==> config.mk <==
export PLATFORM = sky130hd
export DESIGN_NAME = swin_xlate
export DESIGN_NICKNAME = d
export VERILOG_FILES = /design/src/rtl/swin_pkg.sv /design/src/rtl/swin_regfile.sv /design/src/rtl/swin_match.sv /design/src/rtl/swin_pick.sv /design/src/rtl/swin_xlate.sv
export SDC_FILE = /design/constraint.sdc
export NUM_CORES = 1
export LEC_CHECK = 0
export ABC_AREA = 1
export CORE_MARGIN = 3
export CORE_UTILIZATION = 63
export CTS_CLUSTER_DIAMETER = 120
export DETAILED_ROUTE_END_ITERATION = 12
export GPL_TIMING_DRIVEN = 0
export PLACE_DENSITY_LB_ADDON = 0.08
export SLEW_MARGIN = 20
export SYNTH_ARGS = -nofsm -noshare
export SYNTH_HDL_FRONTEND = slang
export SYNTH_SLANG_ARGS = --single-unit
export TNS_END_PERCENT = 1
==> constraint.sdc <==
create_clock -name clk -period 7.1 [get_ports clk]
set_input_delay 1.42 -clock clk [delete_from_list [all_inputs] [get_ports clk]]
set_output_delay 1.42 -clock clk [all_outputs]
set_load 0.01 [all_outputs]
==> src/rtl/swin_pkg.sv <==
package swin_pkg;

    localparam int ADDR_W = 32;
    localparam int DATA_W = 32;
    localparam int PAGE_W = 16;
    localparam int LOW_W  = ADDR_W - PAGE_W;

    typedef logic [PAGE_W-1:0] page_t;

    typedef struct packed {
        logic  en;
        page_t base;
        page_t bound;
        page_t off;
    } win_cfg_t;

    function automatic logic [DATA_W-1:0] bswap32(input logic [DATA_W-1:0] d);
        return {d[7:0], d[15:8], d[23:16], d[31:24]};
    endfunction

endpackage

==> src/rtl/swin_regfile.sv <==
module swin_regfile
    import swin_pkg::*;
#(
    parameter int NWIN       = 4,
    parameter int REG_AW     = 12,
    parameter int WIN_BASE   = 'hF00,
    parameter int WIN_STRIDE = 'h014,
    parameter int CSR_OFF    = 'h004
) (
    input  logic                    clk,
    input  logic                    rst_n,
    input  logic [REG_AW-1:0]       reg_addr,
    input  logic                    reg_we,
    input  logic [DATA_W-1:0]       reg_wdata,
    output logic [DATA_W-1:0]       reg_rdata,
    output win_cfg_t [NWIN-1:0]     cfg_o,
    output logic                    glob_en_o
);

    localparam int PAD_W = DATA_W - PAGE_W;

    typedef struct packed {
        win_cfg_t [NWIN-1:0] cfg;
        logic                gen;
        logic [DATA_W-1:0]   rdata;
    } rf_state_t;

    rf_state_t s_d, s_q;
    logic [DATA_W-1:0] wv;
    logic [DATA_W-1:0] rd_val;
    logic              csr_sel;

    assign wv      = bswap32(reg_wdata);
    assign csr_sel = (int'(reg_addr) == CSR_OFF);

    always_comb begin
        int blk;
        s_d    = s_q;
        rd_val = '0;
        if (csr_sel) begin
            rd_val = {{(DATA_W-3){1'b0}}, s_q.gen, 2'b00};
            if (reg_we) s_d.gen = wv[2];
        end
        for (int w = 0; w < NWIN; w++) begin
            blk = WIN_BASE + w * WIN_STRIDE;
            if (int'(reg_addr) == blk) begin
                rd_val = {s_q.cfg[w].en, {(DATA_W-1){1'b0}}};
                if (reg_we) s_d.cfg[w].en = wv[DATA_W-1];
            end
            if (int'(reg_addr) == blk + 4) begin
                rd_val = {s_q.cfg[w].base, {PAD_W{1'b0}}};
                if (reg_we) s_d.cfg[w].base = wv[DATA_W-1 -: PAGE_W];
            end
            if (int'(reg_addr) == blk + 8) begin
                rd_val = {s_q.cfg[w].bound, {PAD_W{1'b0}}};
                if (reg_we) s_d.cfg[w].bound = wv[DATA_W-1 -: PAGE_W];
            end
            if (int'(reg_addr) == blk + 12) begin
                rd_val = {s_q.cfg[w].off, {PAD_W{1'b0}}};
                if (reg_we) s_d.cfg[w].off = wv[DATA_W-1 -: PAGE_W];
            end
        end
        s_d.rdata = bswap32(rd_val);
    end

    always_ff @(posedge clk or negedge rst_n) begin
        if (!rst_n) s_q <= '0;
        else        s_q <= s_d;
    end

    assign reg_rdata = s_q.rdata;
    assign cfg_o     = s_q.cfg;
    assign glob_en_o = s_q.gen;

    // a global enable write is visible on the following cycle
    p_csr_write_r10: assert property (@(posedge clk) disable iff (!rst_n)
        (reg_we && csr_sel) |=> (glob_en_o == $past(wv[2])));

    // reading the global enable word shows nothing but its one bit
    p_csr_pad_zero_r3: assert property (@(posedge clk) disable iff (!rst_n)
        csr_sel |=> ((reg_rdata & ~32'h0400_0000) == '0));

    for (genvar g = 0; g < NWIN; g++) begin : g_wchk
        // a window enable write is visible on the following cycle
        p_ctl_write_r10: assert property (@(posedge clk) disable iff (!rst_n)
            (reg_we && int'(reg_addr) == WIN_BASE + g * WIN_STRIDE)
            |=> (cfg_o[g].en == $past(wv[DATA_W-1])));
    end

endmodule

==> src/rtl/swin_match.sv <==
module swin_match
    import swin_pkg::*;
#(
    parameter int NWIN = 4
) (
    input  win_cfg_t [NWIN-1:0] cfg_i,
    input  logic                glob_en_i,
    input  page_t               page_i,
    output logic [NWIN-1:0]     hitv_o
);

    for (genvar g = 0; g < NWIN; g++) begin : g_cmp
        logic lo_ok;
        logic hi_ok;
        assign lo_ok     = (page_i >= cfg_i[g].base);
        assign hi_ok     = (page_i <  cfg_i[g].bound);
        assign hitv_o[g] = glob_en_i & cfg_i[g].en & lo_ok & hi_ok;
    end

endmodule

==> src/rtl/swin_pick.sv <==
module swin_pick
    import swin_pkg::*;
#(
    parameter int NWIN = 4,
    parameter int WIDX = $clog2(NWIN)
) (
    input  logic                clk,
    input  logic                rst_n,
    input  logic                lk_valid,
    input  logic [ADDR_W-1:0]   lk_addr,
    input  logic [NWIN-1:0]     hitv_i,
    input  logic                glob_en_i,
    input  win_cfg_t [NWIN-1:0] cfg_i,
    output logic                hit_o,
    output logic [WIDX-1:0]     win_o,
    output logic [ADDR_W-1:0]   xaddr_o
);

    typedef struct packed {
        logic              hit;
        logic [WIDX-1:0]   win;
        logic [ADDR_W-1:0] xaddr;
    } pk_state_t;

    pk_state_t p_d, p_q;
    logic [WIDX-1:0] sel;
    page_t           up;

    always_comb begin
        sel = '0;
        for (int w = NWIN - 1; w >= 0; w--) begin
            if (hitv_i[w]) sel = w[WIDX-1:0];
        end
        up  = lk_addr[ADDR_W-1 -: PAGE_W] + cfg_i[sel].off;
        p_d = '0;
        if (lk_valid && (|hitv_i)) begin
            p_d.hit   = 1'b1;
            p_d.win   = sel;
            p_d.xaddr = {up, lk_addr[LOW_W-1:0]};
        end
    end

    always_ff @(posedge clk or negedge rst_n) begin
        if (!rst_n) p_q <= '0;
        else        p_q <= p_d;
    end

    assign hit_o   = p_q.hit;
    assign win_o   = p_q.win;
    assign xaddr_o = p_q.xaddr;

    // without a request the outputs go quiet one cycle later
    p_idle_quiet_r9: assert property (@(posedge clk) disable iff (!rst_n)
        !lk_valid |=> (!hit_o && win_o == '0 && xaddr_o == '0));

    // global enable clear means no hit
    p_no_global_r6: assert property (@(posedge clk) disable iff (!rst_n)
        !glob_en_i |=> !hit_o);

    // window 0 matching always wins
    p_priority_r7: assert property (@(posedge clk) disable iff (!rst_n)
        (lk_valid && hitv_i[0]) |=> (hit_o && win_o == '0));

    // low address bits pass through on a hit
    p_low_pass_r8: assert property (@(posedge clk) disable iff (!rst_n)
        lk_valid |=> (!hit_o || xaddr_o[LOW_W-1:0] == $past(lk_addr[LOW_W-1:0])));

endmodule

==> src/rtl/swin_xlate.sv <==
module swin_xlate
    import swin_pkg::*;
#(
    parameter int NWIN       = 4,
    parameter int REG_AW     = 12,
    parameter int WIN_BASE   = 'hF00,
    parameter int WIN_STRIDE = 'h014,
    parameter int CSR_OFF    = 'h004,
    parameter int WIDX       = $clog2(NWIN)
) (
    input  logic              clk,
    input  logic              rst_n,
    input  logic [REG_AW-1:0] reg_addr,
    input  logic              reg_we,
    input  logic [DATA_W-1:0] reg_wdata,
    output logic [DATA_W-1:0] reg_rdata,
    input  logic              lk_valid,
    input  logic [ADDR_W-1:0] lk_addr,
    output logic              lk_hit,
    output logic [WIDX-1:0]   lk_win,
    output logic [ADDR_W-1:0] lk_xaddr
);

    win_cfg_t [NWIN-1:0] cfg;
    logic                gen;
    logic [NWIN-1:0]     hitv;

    swin_regfile #(
        .NWIN(NWIN), .REG_AW(REG_AW), .WIN_BASE(WIN_BASE),
        .WIN_STRIDE(WIN_STRIDE), .CSR_OFF(CSR_OFF)
    ) u_regs (
        .clk(clk), .rst_n(rst_n), .reg_addr(reg_addr), .reg_we(reg_we),
        .reg_wdata(reg_wdata), .reg_rdata(reg_rdata),
        .cfg_o(cfg), .glob_en_o(gen)
    );

    swin_match #(.NWIN(NWIN)) u_match (
        .cfg_i(cfg), .glob_en_i(gen),
        .page_i(lk_addr[ADDR_W-1 -: PAGE_W]), .hitv_o(hitv)
    );

    swin_pick #(.NWIN(NWIN), .WIDX(WIDX)) u_pick (
        .clk(clk), .rst_n(rst_n), .lk_valid(lk_valid), .lk_addr(lk_addr),
        .hitv_i(hitv), .glob_en_i(gen), .cfg_i(cfg),
        .hit_o(lk_hit), .win_o(lk_win), .xaddr_o(lk_xaddr)
    );

    for (genvar g = 0; g < NWIN; g++) begin : g_empty
        // an empty or inverted range never matches
        p_empty_never_r5: assert property (@(posedge clk) disable iff (!rst_n)
            (cfg[g].bound <= cfg[g].base) |-> !hitv[g]);
    end

endmodule

[Word-level counts from Yosys, hierarchy flattened]
Cells that the tools add are included.
Word-level totals
  word-level logic and storage cells: 103
  output and inout bits: 67
  input port bits: 80
  register bits after elaboration: 264
Operators by class
  order comparisons: 9
  multiplexer cells: 24
  reduce and logical (&&, ||, !) cells: 19
  add/subtract/negate cells: 1
  equality and inequality tests: 17
  bitwise gates (word level): 12
Operator list (count)
  $mux 32: 16
  $eq 12x9->1 const B: 16
  $bmux 49 s2: 1
  $ge 16x16->1: 4
  $lt 16x16->1: 4
  $mux 35: 1
  $reduce_and 2->1: 17
  $add 16x16->16: 1
  $mux 16: 1
  $and 1x1->1: 12
  $eq 12x4->1 const B: 1
  $mux 2: 4
  $reduce_or 4->1: 1
  $lt 2x3->1 const B: 1
  $mux 3: 1
  $logic_and 1x1->1: 1

[Depth between registers and ports, before layout]
  depth after elaboration: 18
  depth in mapped cells: 34
  depth with buffers taken out: 33

[Hierarchy]
From an unflattened synthesis, not the netlist that was laid out.
Second synthesis, totals
  cell total of the unflattened synthesis: 2083
  area, all modules: 15723.8 sq um
Modules (own cells, without submodules)
  swin_regfile: area an instance 9789.4 sq um, times used 1, sequential area each 5355.1 sq um, cells an instance 1180
  swin_match: area an instance 3354.5 sq um, times used 1, sequential area each 0.0 sq um, cells an instance 558
  swin_pick: area an instance 2580.0 sq um, times used 1, sequential area each 875.8 sq um, cells an instance 345

[Worst setup path after synthesis]
No wires, ideal clock.
  path kind: input-to-reg
  start: in lk_addr[31]
  end: reg u_pick.p_q (netlist bit u_pick.xaddr_o[28])
  buffers on the path: 1
  setup time: 0.121 ns
  cell stages on the path: 25
  data required time: 6.979 ns
  arrival time: 4.607 ns
  setup slack: 2.372 ns
  cells stage by stage: ha_1 > nand2_1 > inv_1 > nand3_1 > nor3_1 > nand2_1 > nand3_1 > nand4_2 > nand3_1 > buf_2 > o21ai_0 > o21ai_0 > ha_1 > inv_1 > fa_1 > nor2_1 > a211oi_1 > o21ai_1 > a21boi_0 > o21ai_1 > nand2_1 > a21oi_1 > o21ai_0 > nand2_1 > nor2_1
RTL lines
  start, declared: line swin_xlate.sv:18  | input logic [ADDR_W-1:0] lk_addr,
  end signal, assigned: line swin_pick.sv:45  | else p_q <= p_d;
  end, declared: line swin_pick.sv:25  | pk_state_t p_d, p_q;

==> flow_metrics.py <==
metrics = {
    "setup_path": {
        "worstReg2RegStart": "u_regs.cfg_o[76]$_DFFE_PN0P_",
        "cp-start-kind": "input pin",
        "crit_type": "in2reg",
        "slowest_stage": "clkdlybuf4s50_1",
        "crit_path_end_kind": "register",
        "crit_required_ps": 7580,
        "max_stage_delay_ps": 1000,
        "cp_top_family": "compound AO/OA/AOI/OAI gates",
        "reg2reg_depth": 27,
        "reg2reg_to": "u_pick.xaddr_o[28]$_DFF_PN0_",
        "reg2reg_slack_ps": 2120,
        "cp.depth": 27,
        "critPathArrivalTime_ps": 7160,
        "crit_start": "lk_addr[29]",
        "crit_top_cell": "nand2_1",
        "critPathCapture": "u_pick.xaddr_o[28]$_DFF_PN0_",
        "path_max_fanout": 10,
        "crit_buf_inv": 4,
    },
    "timing": {
        "slew_violations": 0,
        "final.setup.worst_slack_ps": 420,
        "skew_ps": 13.8,
        "holdWs_ps": 483,
        "rsz0062_at_grt": "no",
        "worst_pin_slew_ps": 1300,
        "post-route-min-period_ps": 6680,
        "finalCritPeriodShare": 0.941,
        "fmax_mhz": 150,
        "hold_viol_final": 0,
        "relSlewSlack": 0.132,
        "finalSetupViolCount": 0,
    },
    "cts": {
        "hold_buffers": 0,
        "clockRootBuffer": "clkbuf_16",
        "ctsLongestPathBuffers": 3,
        "cts_htree_levels": 1,
        "clock_latency_ps": 550,
        "cts_resized": 0,
        "postCtsSetupBuffers": 0,
        "cts_buffers": 27,
        "cts_tree": "built",
        "clk_pin_slew_ps": 60,
        "clkSinkCount": 249,
    },
    "place": {
        "gp_congestion": 1.05,
        "dpl_worst_slack_ps": 191,
        "portBuffers": 115,
        "post-dp-hpwl_um": 37300,
    },
    "final_layout": {
        "register_area_um2": 6230,
        "syn2layout_area_growth_pct": 16.5,
        "multi_input_area_um2": 7690,
        "drive_gt1_frac": 0.0647,
        "nFillCells": 1803,
        "nets": 2416,
    },
    "floorplan": {
        "dieArea_um2": 26400,
        "io_pins": 147,
        "die_w_um": 163,
        "initial_core_util": 0.650,
        "rows": 56,
        "die_h_um": 163,
        "core_area_um2": 23800,
    },
    "route": {
        "wire_per_inst_um": 21.0,
        "dr.first_iter.drc_count": 1878,
        "antenna_left": 0,
        "dr.pass1.iters": 6,
        "vias_per_cell": 5.94,
        "route.vias.total": 15045,
        "drc": 0,
        "totalWireLength_um": 53200,
    },
    "power": {
        "switching_power_w": 0.000790,
        "clkPwrFrac": 0.454,
        "ir_worst_vdd_uv": 198,
        "power_density_nw_per_um2": 175,
        "seqPwrFrac": 0.454,
        "combPwrFrac": 0.092,
        "p_leak_nw": 8.62,
        "sw_frac_of_total": 0.251,
        "intPower_w": 0.00236,
    },
    "logic_synthesis": {
        "synth_seq_cells": 249,
        "yosysWarnings": 0,
        "syn_area_um2": 15400,
        "synth_top_area_share": 0.403,
        "synth_cell_types": 48,
        "ys_async_sr_fraction": 1.00,
        "avgSynthCellArea_um2": 7.60,
        "synth_flop_cell": "dfrtp_1",
        "synth_cells": 2032,
        "yosys-top-cells-area": "dfrtp_1 40%, nand2_1 12%, ha_1 12%, o21ai_0 8.9%, inv_1 6.4%",
        "synth_edf_count": 0,
        "seq_area_frac_synth": 0.403,
        "yosysMostFrequentCell": "nand2_1",
        "synth_top_cell_by_area": "dfrtp_1",
        "synth_common_cells": "490 x nand2_1, 274 x o21ai_0, 264 x inv_1",
    },
    "min_path": {
        "hp-start": "u_regs.cfg_o[79]$_DFFE_PN0P_",
        "hold_path.class": "reg2reg",
    },
    "grt": {
        "overflow": 0,
        "grtUsageTotal": 0.403,
        "antenna_found_initial": 0,
        "grt_max_degree": 99,
        "grt_pass1_vias": 14334,
        "grt_pass1_wl_um": 80600,
    },
    "run_status": {
        "status": "completed",
    },
    "run": {
        "maxCapViolCount": 0,
    },
}
## power groups by stage
stage	clock network [W]	logic [W]	registers, W
3_3_place_gp	0	0.000267	0.00146
2_1_floorplan	0	0.000125	0.00145
6_report	0.00143	0.000290	0.00143
3_5_place_dp	0	0.000279	0.00145
5_1_grt	0.00149	0.000316	0.00143
4_1_cts	0.00143	0.000282	0.00143
## metal layers
metal,global-route usage,part of all wire,up-vias
met5,0,0,-
met4,0.217,0.066,0
met3,0.100,0.14,227
met2,0.594,0.42,983
met1,0.550,0.38,6983
li1,-,-,6852
## registers in the layout (all words and copies together) (netlist names)
name / cells
u_pick.win_o: 2
u_pick.xaddr_o: 32
u_regs.glob_en_o: 1
u_regs.cfg_o: 196
u_pick.hit_o: 1
u_regs.reg_rdata: 17
## how the worst min path moves through the flow
stage,slack (ps),end,depth (start not counted)
after global placement,470,u_regs.cfg_o[99]$_DFFE_PN0P_,2
after global routing,510,u_regs.cfg_o[40]$_DFFE_PN0P_,2
after floorplan,450,u_regs.cfg_o[100]$_DFFE_PN0P_,2
final,480,u_regs.cfg_o[79]$_DFFE_PN0P_,2
after CTS,490,u_regs.cfg_o[79]$_DFFE_PN0P_,2
after detailed placement,470,u_regs.cfg_o[137]$_DFFE_PN0P_,2
## tightest hold or removal path, delay by kind of cell (launching register included)
family,cells,cell delay [ps]
DFF,1,340
AOI/OAI and AO/OA,1,60
and+or+nand+nor,1,50
## cell type report
class | instances | share of cell area
Clock inverter | 12 | 0.00813
Clock buffer | 36 | 0.0411
Timing Repair Buffer | 117 | 0.0673
Multi-Input combinational cell | 1417 | 0.427
Tap cell | 319 | 0.0222
Buffer | 107 | 0.0307
Inverter | 273 | 0.0569
Sequential cell | 249 | 0.346
Antenna cell | 1 | 0.000139
## stage by stage
stage,setup TNS [ps],cells,instance area (um2),power [W],util
2_1_floorplan,0,2046,15500,0.00158,-
3_3_place_gp,-1403750,2480,17100,0.00172,0.718
3_5_place_dp,0,2482,17100,0.00173,0.720
4_1_cts,0,2530,18000,0.00314,0.758
5_1_grt,0,2530,18000,0.00323,0.758
6_report,0,2531,18000,0.00315,0.758
## logic make-up (layout without fill, tap and decap cells)
group | Yosys count | after routing | share of synthesized area
AND/OR/NAND/NOR | 727 | 727 | 0.194
AO/OA/AOI/OAI | 522 | 522 | 0.178
buffers and inverters | 380 | 545 | 0.102
flip-flops | 249 | 249 | 0.403
adder cells (fa/ha/maj) | 144 | 144 | 0.117
XOR/XNOR | 7 | 7 | 0.00397
multiplexers | 2 | 2 | 0.00146
other | 1 | 16 | 0.000243
## placed cells by master, fill, tap and decap left out, types with 27 or more instances in the layout
cell,netlist,routed
a21oi_1,161,161
clkbuf_1,60,65
clkbuf_16,0,27
clkdlybuf4s50_1,0,114
dfrtp_1,249,249
ha_1,143,143
inv_1,264,264
nand2_1,490,490
nand3_1,33,33
nor2_1,152,152
o21ai_0,274,274
o21ai_1,44,44
No activity file was read; power rests on OpenSTA's default activity.
